<file path="src/rtl/bist_pkg.sv">
package bist_pkg;

    typedef enum logic [2:0] {
        ST_IDLE    = 3'd0,
        ST_LOAD_A  = 3'd1,
        ST_RUN_1   = 3'd2,
        ST_DUMP_B  = 3'd3,
        ST_RUN_2   = 3'd4,
        ST_DUMP_A  = 3'd5
    } seq_state_e;

    typedef enum logic [1:0] {
        RM_HOLD    = 2'd0,
        RM_SHIFT   = 2'd1,
        RM_COMPACT = 2'd2,
        RM_CLEAR   = 2'd3
    } reg_mode_e;

    typedef struct packed {
        reg_mode_e mode;
        logic      sin;
        logic      gen;
    } reg_ctrl_t;

    function automatic seq_state_e next_phase(input seq_state_e s);
        case (s)
            ST_LOAD_A: return ST_RUN_1;
            ST_RUN_1:  return ST_DUMP_B;
            ST_DUMP_B: return ST_RUN_2;
            ST_RUN_2:  return ST_DUMP_A;
            default:   return ST_IDLE;
        endcase
    endfunction

    function automatic logic is_run(input seq_state_e s);
        return (s == ST_RUN_1) || (s == ST_RUN_2);
    endfunction

endpackage

</file>
<file path="src/rtl/bist_test_reg.sv">
module bist_test_reg
    import bist_pkg::*;
#(
    parameter int          W    = 8,
    parameter logic [W-1:0] TAPS = 8'h1D
) (
    input  logic         clk,
    input  logic         rst,
    input  reg_ctrl_t    ctrl,
    input  logic [W-1:0] p_in,
    output logic [W-1:0] q,
    output logic         sout
);

    logic [W-1:0] fold_in;
    logic [W-1:0] step_q;
    logic [W-1:0] q_nxt;

    always_comb begin
        fold_in = ctrl.gen ? '0 : p_in;
        step_q  = {q[W-2:0], 1'b0} ^ (q[W-1] ? TAPS : '0) ^ fold_in;
        case (ctrl.mode)
            RM_SHIFT:   q_nxt = {q[W-2:0], ctrl.sin};
            RM_COMPACT: q_nxt = step_q;
            RM_CLEAR:   q_nxt = '0;
            default:    q_nxt = q;
        endcase
    end

    always_ff @(posedge clk) begin
        if (rst) q <= '0;
        else     q <= q_nxt;
    end

    assign sout = q[W-1];

    p_clear_r4: assert property (@(posedge clk) disable iff (rst)
        ctrl.mode == RM_CLEAR |=> q == '0);

    p_shift_in_r5: assert property (@(posedge clk) disable iff (rst)
        ctrl.mode == RM_SHIFT |=> (q[0] == $past(ctrl.sin)) && (q[W-1:1] == $past(q[W-2:0])));

    p_hold_r9: assert property (@(posedge clk) disable iff (rst)
        ctrl.mode == RM_HOLD |=> $stable(q));

endmodule

</file>
<file path="src/rtl/bist_comb_net.sv">
module bist_comb_net #(
    parameter int           W       = 8,
    parameter int           VARIANT = 0,
    parameter logic [W-1:0] KEY     = 8'hA5
) (
    input  logic [W-1:0] x,
    output logic [W-1:0] y
);

    generate
        if (VARIANT == 0) begin : g_xor_net
            logic [W-1:0] rot1;
            assign rot1 = {x[W-2:0], x[W-1]};
            assign y    = x ^ rot1 ^ KEY;
        end else begin : g_nand_net
            logic [W-1:0] rot3;
            assign rot3 = {x[W-4:0], x[W-1:W-3]};
            assign y    = ~(x & rot3);
        end
    endgenerate

endmodule

</file>
<file path="src/rtl/bist_seq_ctrl.sv">
module bist_seq_ctrl
    import bist_pkg::*;
#(
    parameter int           W       = 8,
    parameter int           RUN_LEN = 20,
    parameter logic [W-1:0] SEED1   = 8'h81,
    parameter logic [W-1:0] SEED2   = 8'h3C
) (
    input  logic       clk,
    input  logic       rst,
    input  logic       start,
    output seq_state_e state,
    output logic       last,
    output reg_ctrl_t  ctrl_a,
    output reg_ctrl_t  ctrl_b,
    output logic       busy,
    output logic       done
);

    localparam int LMAX = (W > RUN_LEN) ? W : RUN_LEN;
    localparam int CW   = $clog2(LMAX + 1);
    localparam int IW   = $clog2(W);

    logic [CW-1:0] cnt;
    logic [IW-1:0] idx;

    function automatic logic [CW-1:0] span_of(input seq_state_e s);
        if (is_run(s)) return CW'(RUN_LEN - 1);
        else           return CW'(W - 1);
    endfunction

    assign last = (cnt == '0);
    assign idx  = cnt[IW-1:0];
    assign busy = (state != ST_IDLE);

    always_ff @(posedge clk) begin
        if (rst) begin
            state <= ST_IDLE;
            cnt   <= '0;
            done  <= 1'b0;
        end else if (start) begin
            state <= ST_LOAD_A;
            cnt   <= CW'(W - 1);
            done  <= 1'b0;
        end else if (state != ST_IDLE) begin
            if (last) begin
                state <= next_phase(state);
                cnt   <= span_of(next_phase(state));
                if (state == ST_DUMP_A) done <= 1'b1;
            end else begin
                cnt <= cnt - 1'b1;
            end
        end
    end

    always_comb begin
        ctrl_a = '{mode: RM_HOLD, sin: 1'b0, gen: 1'b0};
        ctrl_b = '{mode: RM_HOLD, sin: 1'b0, gen: 1'b0};
        case (state)
            ST_LOAD_A: begin
                ctrl_a = '{mode: RM_SHIFT, sin: SEED1[idx], gen: 1'b0};
                ctrl_b = '{mode: RM_CLEAR, sin: 1'b0, gen: 1'b0};
            end
            ST_RUN_1: begin
                ctrl_a = '{mode: RM_COMPACT, sin: 1'b0, gen: 1'b1};
                ctrl_b = '{mode: RM_COMPACT, sin: 1'b0, gen: 1'b0};
            end
            ST_DUMP_B: begin
                ctrl_a = '{mode: RM_CLEAR, sin: 1'b0, gen: 1'b0};
                ctrl_b = '{mode: RM_SHIFT, sin: SEED2[idx], gen: 1'b0};
            end
            ST_RUN_2: begin
                ctrl_a = '{mode: RM_COMPACT, sin: 1'b0, gen: 1'b0};
                ctrl_b = '{mode: RM_COMPACT, sin: 1'b0, gen: 1'b1};
            end
            ST_DUMP_A: begin
                ctrl_a = '{mode: RM_SHIFT, sin: 1'b0, gen: 1'b0};
            end
            default: ;
        endcase
    end

    p_restart_r2: assert property (@(posedge clk) disable iff (rst)
        start |=> (state == ST_LOAD_A) && !done);

    p_done_idle_r3: assert property (@(posedge clk) disable iff (rst)
        done |-> (state == ST_IDLE));

    p_phase_hold_r3: assert property (@(posedge clk) disable iff (rst)
        (!start && (state != ST_IDLE) && (cnt != '0)) |=> $stable(state));

    p_cnt_range_r3: assert property (@(posedge clk) disable iff (rst)
        (state != ST_IDLE) |-> (cnt < CW'(LMAX)));

endmodule

</file>
<file path="src/rtl/bist_sig_check.sv">
module bist_sig_check #(
    parameter int           W    = 8,
    parameter logic [W-1:0] GOLD = '0
) (
    input  logic clk,
    input  logic rst,
    input  logic clear,
    input  logic shift_en,
    input  logic last,
    input  logic sbit,
    output logic pass
);

    logic [W-1:0] cap;
    logic [W-1:0] cap_nxt;

    assign cap_nxt = {cap[W-2:0], sbit};

    always_ff @(posedge clk) begin
        if (rst) begin
            cap  <= '0;
            pass <= 1'b0;
        end else if (clear) begin
            cap  <= '0;
            pass <= 1'b0;
        end else if (shift_en) begin
            cap <= cap_nxt;
            if (last) pass <= (cap_nxt == GOLD);
        end
    end

    p_pass_stable_r8: assert property (@(posedge clk) disable iff (rst)
        (!clear && !(shift_en && last)) |=> $stable(pass));

    p_clear_r2: assert property (@(posedge clk) disable iff (rst)
        clear |=> !pass);

endmodule

</file>
<file path="src/rtl/dual_bist_top.sv">
module dual_bist_top
    import bist_pkg::*;
#(
    parameter int           W       = 8,
    parameter int           RUN_LEN = 20,
    parameter logic [W-1:0] TAPS    = 8'h1D,
    parameter logic [W-1:0] SEED1   = 8'h81,
    parameter logic [W-1:0] SEED2   = 8'h3C,
    parameter logic [W-1:0] CN_KEY  = 8'hA5,
    parameter logic [W-1:0] GOLD1   = '0,
    parameter logic [W-1:0] GOLD2   = '0
) (
    input  logic clk,
    input  logic rst,
    input  logic start,
    output logic busy,
    output logic done,
    output logic pass_cn1,
    output logic pass_cn2,
    output logic scan_out
);

    seq_state_e   state;
    logic         last;
    reg_ctrl_t    ctrl_a;
    reg_ctrl_t    ctrl_b;
    logic [W-1:0] q_a;
    logic [W-1:0] q_b;
    logic [W-1:0] net1_y;
    logic [W-1:0] net2_y;
    logic         sout_a;
    logic         sout_b;
    logic         dump_a;
    logic         dump_b;

    bist_seq_ctrl #(.W(W), .RUN_LEN(RUN_LEN), .SEED1(SEED1), .SEED2(SEED2)) u_seq (
        .clk(clk), .rst(rst), .start(start), .state(state), .last(last),
        .ctrl_a(ctrl_a), .ctrl_b(ctrl_b), .busy(busy), .done(done)
    );

    bist_test_reg #(.W(W), .TAPS(TAPS)) u_reg_a (
        .clk(clk), .rst(rst), .ctrl(ctrl_a), .p_in(net2_y), .q(q_a), .sout(sout_a)
    );

    bist_test_reg #(.W(W), .TAPS(TAPS)) u_reg_b (
        .clk(clk), .rst(rst), .ctrl(ctrl_b), .p_in(net1_y), .q(q_b), .sout(sout_b)
    );

    bist_comb_net #(.W(W), .VARIANT(0), .KEY(CN_KEY)) u_net1 (.x(q_a), .y(net1_y));
    bist_comb_net #(.W(W), .VARIANT(1), .KEY(CN_KEY)) u_net2 (.x(q_b), .y(net2_y));

    assign dump_a = (state == ST_DUMP_A);
    assign dump_b = (state == ST_DUMP_B);

    bist_sig_check #(.W(W), .GOLD(GOLD1)) u_chk1 (
        .clk(clk), .rst(rst), .clear(start), .shift_en(dump_b), .last(last),
        .sbit(sout_b), .pass(pass_cn1)
    );

    bist_sig_check #(.W(W), .GOLD(GOLD2)) u_chk2 (
        .clk(clk), .rst(rst), .clear(start), .shift_en(dump_a), .last(last),
        .sbit(sout_a), .pass(pass_cn2)
    );

    assign scan_out = dump_b ? sout_b : (dump_a ? sout_a : 1'b0);

    p_no_done_busy_r3: assert property (@(posedge clk) disable iff (rst)
        !(done && busy));

    p_quiet_idle_r9: assert property (@(posedge clk) disable iff (rst)
        !busy |-> !scan_out);

endmodule

</file>
<file path="config.mk">
export PLATFORM = sky130hd
export DESIGN_NAME = dual_bist_top
export DESIGN_NICKNAME = d
export VERILOG_FILES = /design/src/rtl/bist_pkg.sv /design/src/rtl/bist_test_reg.sv /design/src/rtl/bist_comb_net.sv /design/src/rtl/bist_seq_ctrl.sv /design/src/rtl/bist_sig_check.sv /design/src/rtl/dual_bist_top.sv
export SDC_FILE = /design/constraint.sdc
export NUM_CORES = 1
export LEC_CHECK = 0
export CAP_MARGIN = 20
export CORE_ASPECT_RATIO = 0.9
export CORE_UTILIZATION = 50
export CTS_CLUSTER_DIAMETER = 30
export DETAILED_ROUTE_END_ITERATION = 7
export PLACE_DENSITY = 0.67
export SLEW_MARGIN = 20
export SYNTH_ARGS = -nofsm -noshare
export SYNTH_HDL_FRONTEND = slang
export SYNTH_HIERARCHICAL = 1
export SYNTH_SLANG_ARGS = --single-unit
</file>
<file path="constraint.sdc">
create_clock -name clk -period 3.1 [get_ports clk]
set_input_delay 0.465 -clock clk [delete_from_list [all_inputs] [get_ports clk]]
set_output_delay 0.465 -clock clk [all_outputs]
set_load 0.03 [all_outputs]
</file>
==> results.sh, run 1 <==
export IMPL_grt_start_max_net_pins=17
export IMPL_cts_sinks=43
export IMPL_drc=0
export IMPL_cts_tree="yes"
export IMPL_drtAntennaViolNets=0
export IMPL_wl_per_cell_um=13.8
export IMPL_cts_root_buf="clkbuf_8"
export IMPL_top_usage_layer="met1"
export IMPL_cp_startpoint="u_seq/state[0]"
export IMPL_grt_pass1_vias=1728
export IMPL_die_width_um=77.7
export IMPL_mappedNetlistNets=301
export IMPL_synth_seq_cells=43
export IMPL_synth_main_ff_cell="dfxtp_1"
export IMPL_diodes=0
export IMPL_drive_above_1_share_pct=11.2
export IMPL_area_growth_pct=5.15
export IMPL_max_clock_path_buffers=2
export IMPL_p_leak_nw=0.937
export IMPL_grt_overflow=0
export IMPL_fmax_ghz=0.408
export IMPL_synth_edf_count=0
export IMPL_rsz0062_at_grt="no"
export IMPL_track_usage_pct=19.0
export IMPL_drt_pre_antenna_iters=4
export IMPL_gp_congestion=0.834
export IMPL_synth_cells=296
export IMPL_postCtsSetupBuffers=0
export IMPL_routed_via_density=5.50
export IMPL_antenna_found_initial=0
export IMPL_holdWs_ns=0.468
export IMPL_worstPathRequired_ns=2.63
export IMPL_timing_rr_start="u_seq/state[1]"
export IMPL_critPathKind="register to output port"
export IMPL_path_clk_slew_ns=0.10
export IMPL_setup_viol=0
export IMPL_port_buffer_count=7
export IMPL_cellPowerDensity_nw_per_um2=442
export IMPL_synth_seq_area_share_pct=33.4
export IMPL_min_path_type="register to register"
export IMPL_cts_hold_buf=0
export IMPL_vias=1981
export IMPL_reg2reg_slack_ns=0.81
export IMPL_grt_use_met2_pct=27.5
export IMPL_worst_pin_slew_ns=0.839
export IMPL_fin_crit_sh_pct=79.0
export IMPL_slew_headroom_pct=43.9
export IMPL_ir_drop_uv=198
export IMPL_core_area_um2=4890
export IMPL_setup_tns_ns=0
export IMPL_cts_buffers=5
export IMPL_endpoint_kind="output port"
export IMPL_arrival_ns=1.99
export IMPL_rows=24
export IMPL_dieArea_um2=5440
export IMPL_clk_latency_ns=0.30
export IMPL_crit_end="busy"
export IMPL_finalHoldViolations=0
export IMPL_maxCapViolCount=0
export IMPL_outcome="finished, final reports clean"
export IMPL_fin_nets=299
export IMPL_synth_warnings=6
export IMPL_grt_pass1_wl_um=8270
export IMPL_drv_slew=0
export IMPL_avgSynthCellArea_um2=8.70
export IMPL_first_iter_violations=119
export IMPL_grtUsageMet3_pct=3.92
export IMPL_synthDistinctLibCells=43
export IMPL_initial_core_util_pct=52.6
export IMPL_dpl_hpwl_um=3500
export IMPL_synth_area_um2=2580
export IMPL_reg2regPathDepth=6
export IMPL_h_tree_depth=2
export IMPL_synth_async_sr_flop_share_pct=0
export IMPL_ioPinCount=8
export IMPL_cp_start_kind="register"
export IMPL_r2r_end="u_reg_b/q[3]"
export IMPL_finClkSkew_ns=0.0119
export IMPL_use_met1_pct=28.3
export IMPL_wirelength_um=4960
export IMPL_die_h_um=70.1
export IMPL_cts_resized=0
export IMPL_crit_fanout=13
export IMPL_period_needed_ns=2.45
cell usage after synthesis, types with 2 or more instances:
cell type	count	area share, %
dfxtp_1	43	33
nor2_1	31	4.5
nor2b_1	23	5.6
mux2i_1	20	7.8
nand2_1	20	2.9
xnor2_1	14	4.8
a21oi_1	11	2.1
and2b_4	10	3.9
buf_4	10	2.9
a22oi_1	9	2.6
a31oi_1	9	2.2
o21ai_1	9	1.7
inv_1	8	1.2
o2bb2ai_1	8	2.7
nand2b_1	7	1.7
xor2_1	6	2.0
nand4b_1	5	1.7
or4_1	5	1.5
nor3b_1	4	1.2
nor4_2	4	1.9
o22a_1	4	1.4
clkbuf_1	3	0.44
nand3_1	3	0.58
nand4_1	3	0.73
or2_2	3	0.73
buf_2	2	0.39
buf_6	2	0.87
clkbuf_4	2	0.58
ha_1	2	0.97
o21ai_0	2	0.39
or3_1	2	0.49
kinds of logic after synthesis:
kind of cell,share of synthesized area (%)
flip-flops,33.4
AO/OA/AOI/OAI,15.5
AND/OR/NAND/NOR,29.0
buffers and inverters,6.51
XOR/XNOR,6.80
multiplexers,7.77
adder cells (fa/ha/maj),0.971
layout by cell type, fill, tap and decap left out, types with 4 or more instances in the layout:
cell	instances
and2b_4	10
nand4b_1	5
o21ai_1	9
or4_1	5
nor4_2	4
inv_1	8
clkbuf_8	5
o2bb2ai_1	8
a31oi_1	9
nand2b_1	7
xnor2_1	14
a21oi_1	11
xor2_1	6
nand2_1	20
nor2b_1	23
dfxtp_1	43
mux2i_1	20
clkdlybuf4s50_1	7
nor3b_1	4
o22a_1	4
nor2_1	31
a22oi_1	9
critical path, cell delays in order, from the launching register on:
cell and delay [ns]:
dfxtp_1 0.47, nor3_4 0.41, inv_1 0.18, clkdlybuf4s50_1 0.63
worst min path at each step:
stage,start,endpoint,depth (start not counted)
6_report,u_chk2/pass,u_chk2/pass,2
5_1_grt,u_chk2/pass,u_chk2/pass,2
4_1_cts,u_chk2/pass,u_chk2/pass,2
3_5_place_dp,u_chk2/pass,u_chk2/pass,2
3_3_place_gp,u_chk2/pass,u_chk2/pass,2
2_1_floorplan,u_seq/cnt[4],u_seq/cnt[4],2
report_power, final:
| part | switching (mW) | leakage (nW) | internal [mW] | total (mW) |
|---|---|---|---|---|
| Sequential | 0.0370 | 0.349 | 0.574 | 0.611 |
| Combinational | 0.110 | 0.547 | 0.100 | 0.210 |
| Clock | 0.215 | 0.0408 | 0.161 | 0.376 |
registers in the layout, indices dropped and copies added (netlist names), named ones only:
register	count
u_reg_a/q	8
u_reg_b/q	8
u_chk1/cap	7
u_chk2/cap	7
u_seq/cnt	5
u_seq/state	3
u_chk1/pass	1
u_chk2/pass	1
u_seq/done	1
per-stage QoR:
stage | total power, mW | utilization (%) | std cells | cell area, um2 | setup slack (ns)
finish | 1.20 | 55.3 | 360 | 2710 | 0.649
global route | 1.26 | 55.3 | 360 | 2710 | 0.552
CTS | 1.21 | 55.3 | 360 | 2710 | 0.655
detailed placement | 0.832 | 53.5 | 352 | 2620 | 0.851
global placement | 0.829 | 53.5 | 352 | 2620 | 0.907
floorplan | 0.796 | - | 296 | 2580 | 1.21
layer usage:
metal | part of all wire (%) | routed length (um) | vias to the layer above
li1 | - | - | 1024
met4 | 0.73 | 36 | 0
met1 | 55 | 2710 | 936
met3 | 2.1 | 106 | 5
met5 | 0 | 0 | -
met2 | 42 | 2100 | 16
final cells by class:
| type | instances | area [um2] |
|---|---|---|
| multi-input cells | 225 | 1550 |
| clock buffers | 5 | 68.8 |
| repair buffers | 10 | 92.6 |
| clock inverters | 3 | 23.8 |
| flip-flops and latches | 43 | 861 |
| fillers | 477 | 2190 |
| inverters | 9 | 33.8 |
| well taps | 65 | 81.3 |
Power figures use the tool's default switching activity.
==> run 2, diff against run 1 <==
==> constraint.sdc (replaced) <==
create_clock -name clk -period 2.4 [get_ports clk]
set_input_delay 0.36 -clock clk [delete_from_list [all_inputs] [get_ports clk]]
set_output_delay 0.36 -clock clk [all_outputs]
set_load 0.03 [all_outputs]
==> results.sh, run 2 (same netlist as run 1, synthesis figures left out) <==
export IMPL_drt_pre_antenna_iters=4
export IMPL_drc=0
export IMPL_drtAntennaViolNets=0
export IMPL_final_common_cell="dfxtp_1"
export IMPL_ir_drop_uv=361
export IMPL_reg2regPathDepth=8
export IMPL_routed_top_layer="met4"
export IMPL_routed_via_density=5.53
export IMPL_fmax_ghz=0.447
export IMPL_reg2reg_slack_ns=0.28
export IMPL_regArea_um2=863
export IMPL_initial_core_util_pct=52.6
export IMPL_critPathKind="register to output port"
export IMPL_path_clk_slew_ns=0.09
export IMPL_clk_latency_ns=0.30
export IMPL_worst_pin_slew_ns=0.472
export IMPL_grt_start_max_net_pins=18
export IMPL_gp_congestion=0.867
export IMPL_diodes=0
export IMPL_totalPowerFinal_mw=1.55
export IMPL_rows=24
export IMPL_grt_overflow=0
export IMPL_track_usage_pct=19.5
export IMPL_timing_rr_start="u_seq/cnt[0]"
export IMPL_crit_fanout=14
export IMPL_slew_headroom_pct=68.5
export IMPL_hp_start="u_chk1/pass"
export IMPL_die_h_um=70.1
export IMPL_met1_length_um=2750
export IMPL_finalHoldViolations=0
export IMPL_period_needed_ns=2.24
export IMPL_p_leak_nw=0.984
export IMPL_cts_sinks=43
export IMPL_drive_above_1_share_pct=14.5
export IMPL_dieArea_um2=5440
export IMPL_fin_nets=308
export IMPL_port_buffer_count=7
export IMPL_setup_viol=0
export IMPL_cts_tree="yes"
export IMPL_dpl_hpwl_um=3580
export IMPL_setup_tns_ns=0
export IMPL_rsz0062_at_grt="no"
export IMPL_multi_input_area_um2=1550
export IMPL_vias=2039
export IMPL_fin_crit_sh_pct=93.1
export IMPL_drv_slew=0
export IMPL_h_tree_depth=2
export IMPL_cp_start_kind="register"
export IMPL_die_width_um=77.7
export IMPL_top_regs="u_reg_a/q: 8 flops, u_reg_b/q: 8 flops"
export IMPL_setup_ws_ns=0.165
export IMPL_max_clock_path_buffers=2
export IMPL_ioPinCount=8
export IMPL_route_met2_wl_um=2140
export IMPL_grt_pass1_vias=1729
export IMPL_maxCapViolCount=0
export IMPL_pre_cts_ws_ns=0.325
export IMPL_wirelength_um=5170
export IMPL_cts_root_buf="clkbuf_8"
export IMPL_arrival_ns=1.88
export IMPL_grt_pass1_wl_um=8340
export IMPL_antenna_found_initial=0
export IMPL_final_cell_mix="41 x dfxtp_1, 31 x nor2_1, 23 x nor2b_1"
export IMPL_worstPathRequired_ns=2.04
export IMPL_outcome="finished, final reports clean"
export IMPL_cts_hold_buf=0
export IMPL_whs_endpoint="u_chk1/pass"
export IMPL_cts_buffers=5
export IMPL_cellPowerDensity_nw_per_um2=558
export IMPL_area_growth_pct=7.87
export IMPL_first_iter_violations=112
export IMPL_routed_wl_met3_um=220
export IMPL_endpoint_kind="output port"
export IMPL_wl_per_cell_um=14.0
export IMPL_core_area_um2=4890
export IMPL_fill_cells=457
export IMPL_hold_depth=2
export IMPL_min_path_type="register to register"
export IMPL_finClkSkew_ns=0.00955
==> run 2: power breakdown <==
| part | internal, mW | switching [mW] |
|---|---|---|
| sequential | 0.741 | 0.0411 |
| clock | 0.208 | 0.269 |
| combinational | 0.141 | 0.152 |
| total | 1.09 | 0.462 |
==> run 2: timing repair <==
item	4_1_cts	5_1_grt
endpoints found under the setup margin	0	2
hold endpoints to repair	0	0
gates resized for setup	0	2
setup buffers	0	3
==> run 2: critical path, cell delays in order, from the launching register on <==
cell and delay, ns:
dfxtp_1 0.60, nor3_4 0.10, inv_1 0.17, clkdlybuf4s50_1 0.70
==> run 2: routing by layer <==
metal,global-route usage [%],vias up
met4,6.92,0
met2,27.7,38
met5,0,-
met3,3.92,7
li1,-,1045
met1,28.9,949
==> run 2: through the flow <==
| step | utilization [%] | instances | cell area [um2] | hold WS, ns |
|---|---|---|---|---|
| CTS | 56.3 | 366 | 2750 | 0.475 |
| global route | 56.8 | 369 | 2780 | 0.519 |
| detailed placement | 54.4 | 358 | 2660 | 0.459 |
| floorplan | - | 296 | 2580 | 0.429 |
| global placement | 54.4 | 358 | 2660 | 0.445 |
| finish | 56.8 | 369 | 2780 | 0.475 |
==> run 2: final cells by class <==
cell class	instances	share of cell area, %
clock inverter	3	0.855
timing repair buffer	19	5.76
clock buffer	5	2.48
sequential	43	31.1
inverter	9	1.22
multi-input combinational	225	55.7
tap	65	2.93
==> run 2: worst max-delay path by stage <==
| stage | slack, ns | end | start |
|---|---|---|---|
| final | 0.16 | busy | u_seq/state[2] |
| after detailed placement | 0.33 | register | u_seq/cnt[0] |
| after floorplan | 0.51 | register | u_seq/cnt[0] |
| after CTS | 0.04 | busy | u_seq/state[0] |
| after global placement | 0.39 | busy | u_seq/state[0] |
| after global routing | 0.04 | scan_out | u_seq/state[2] |
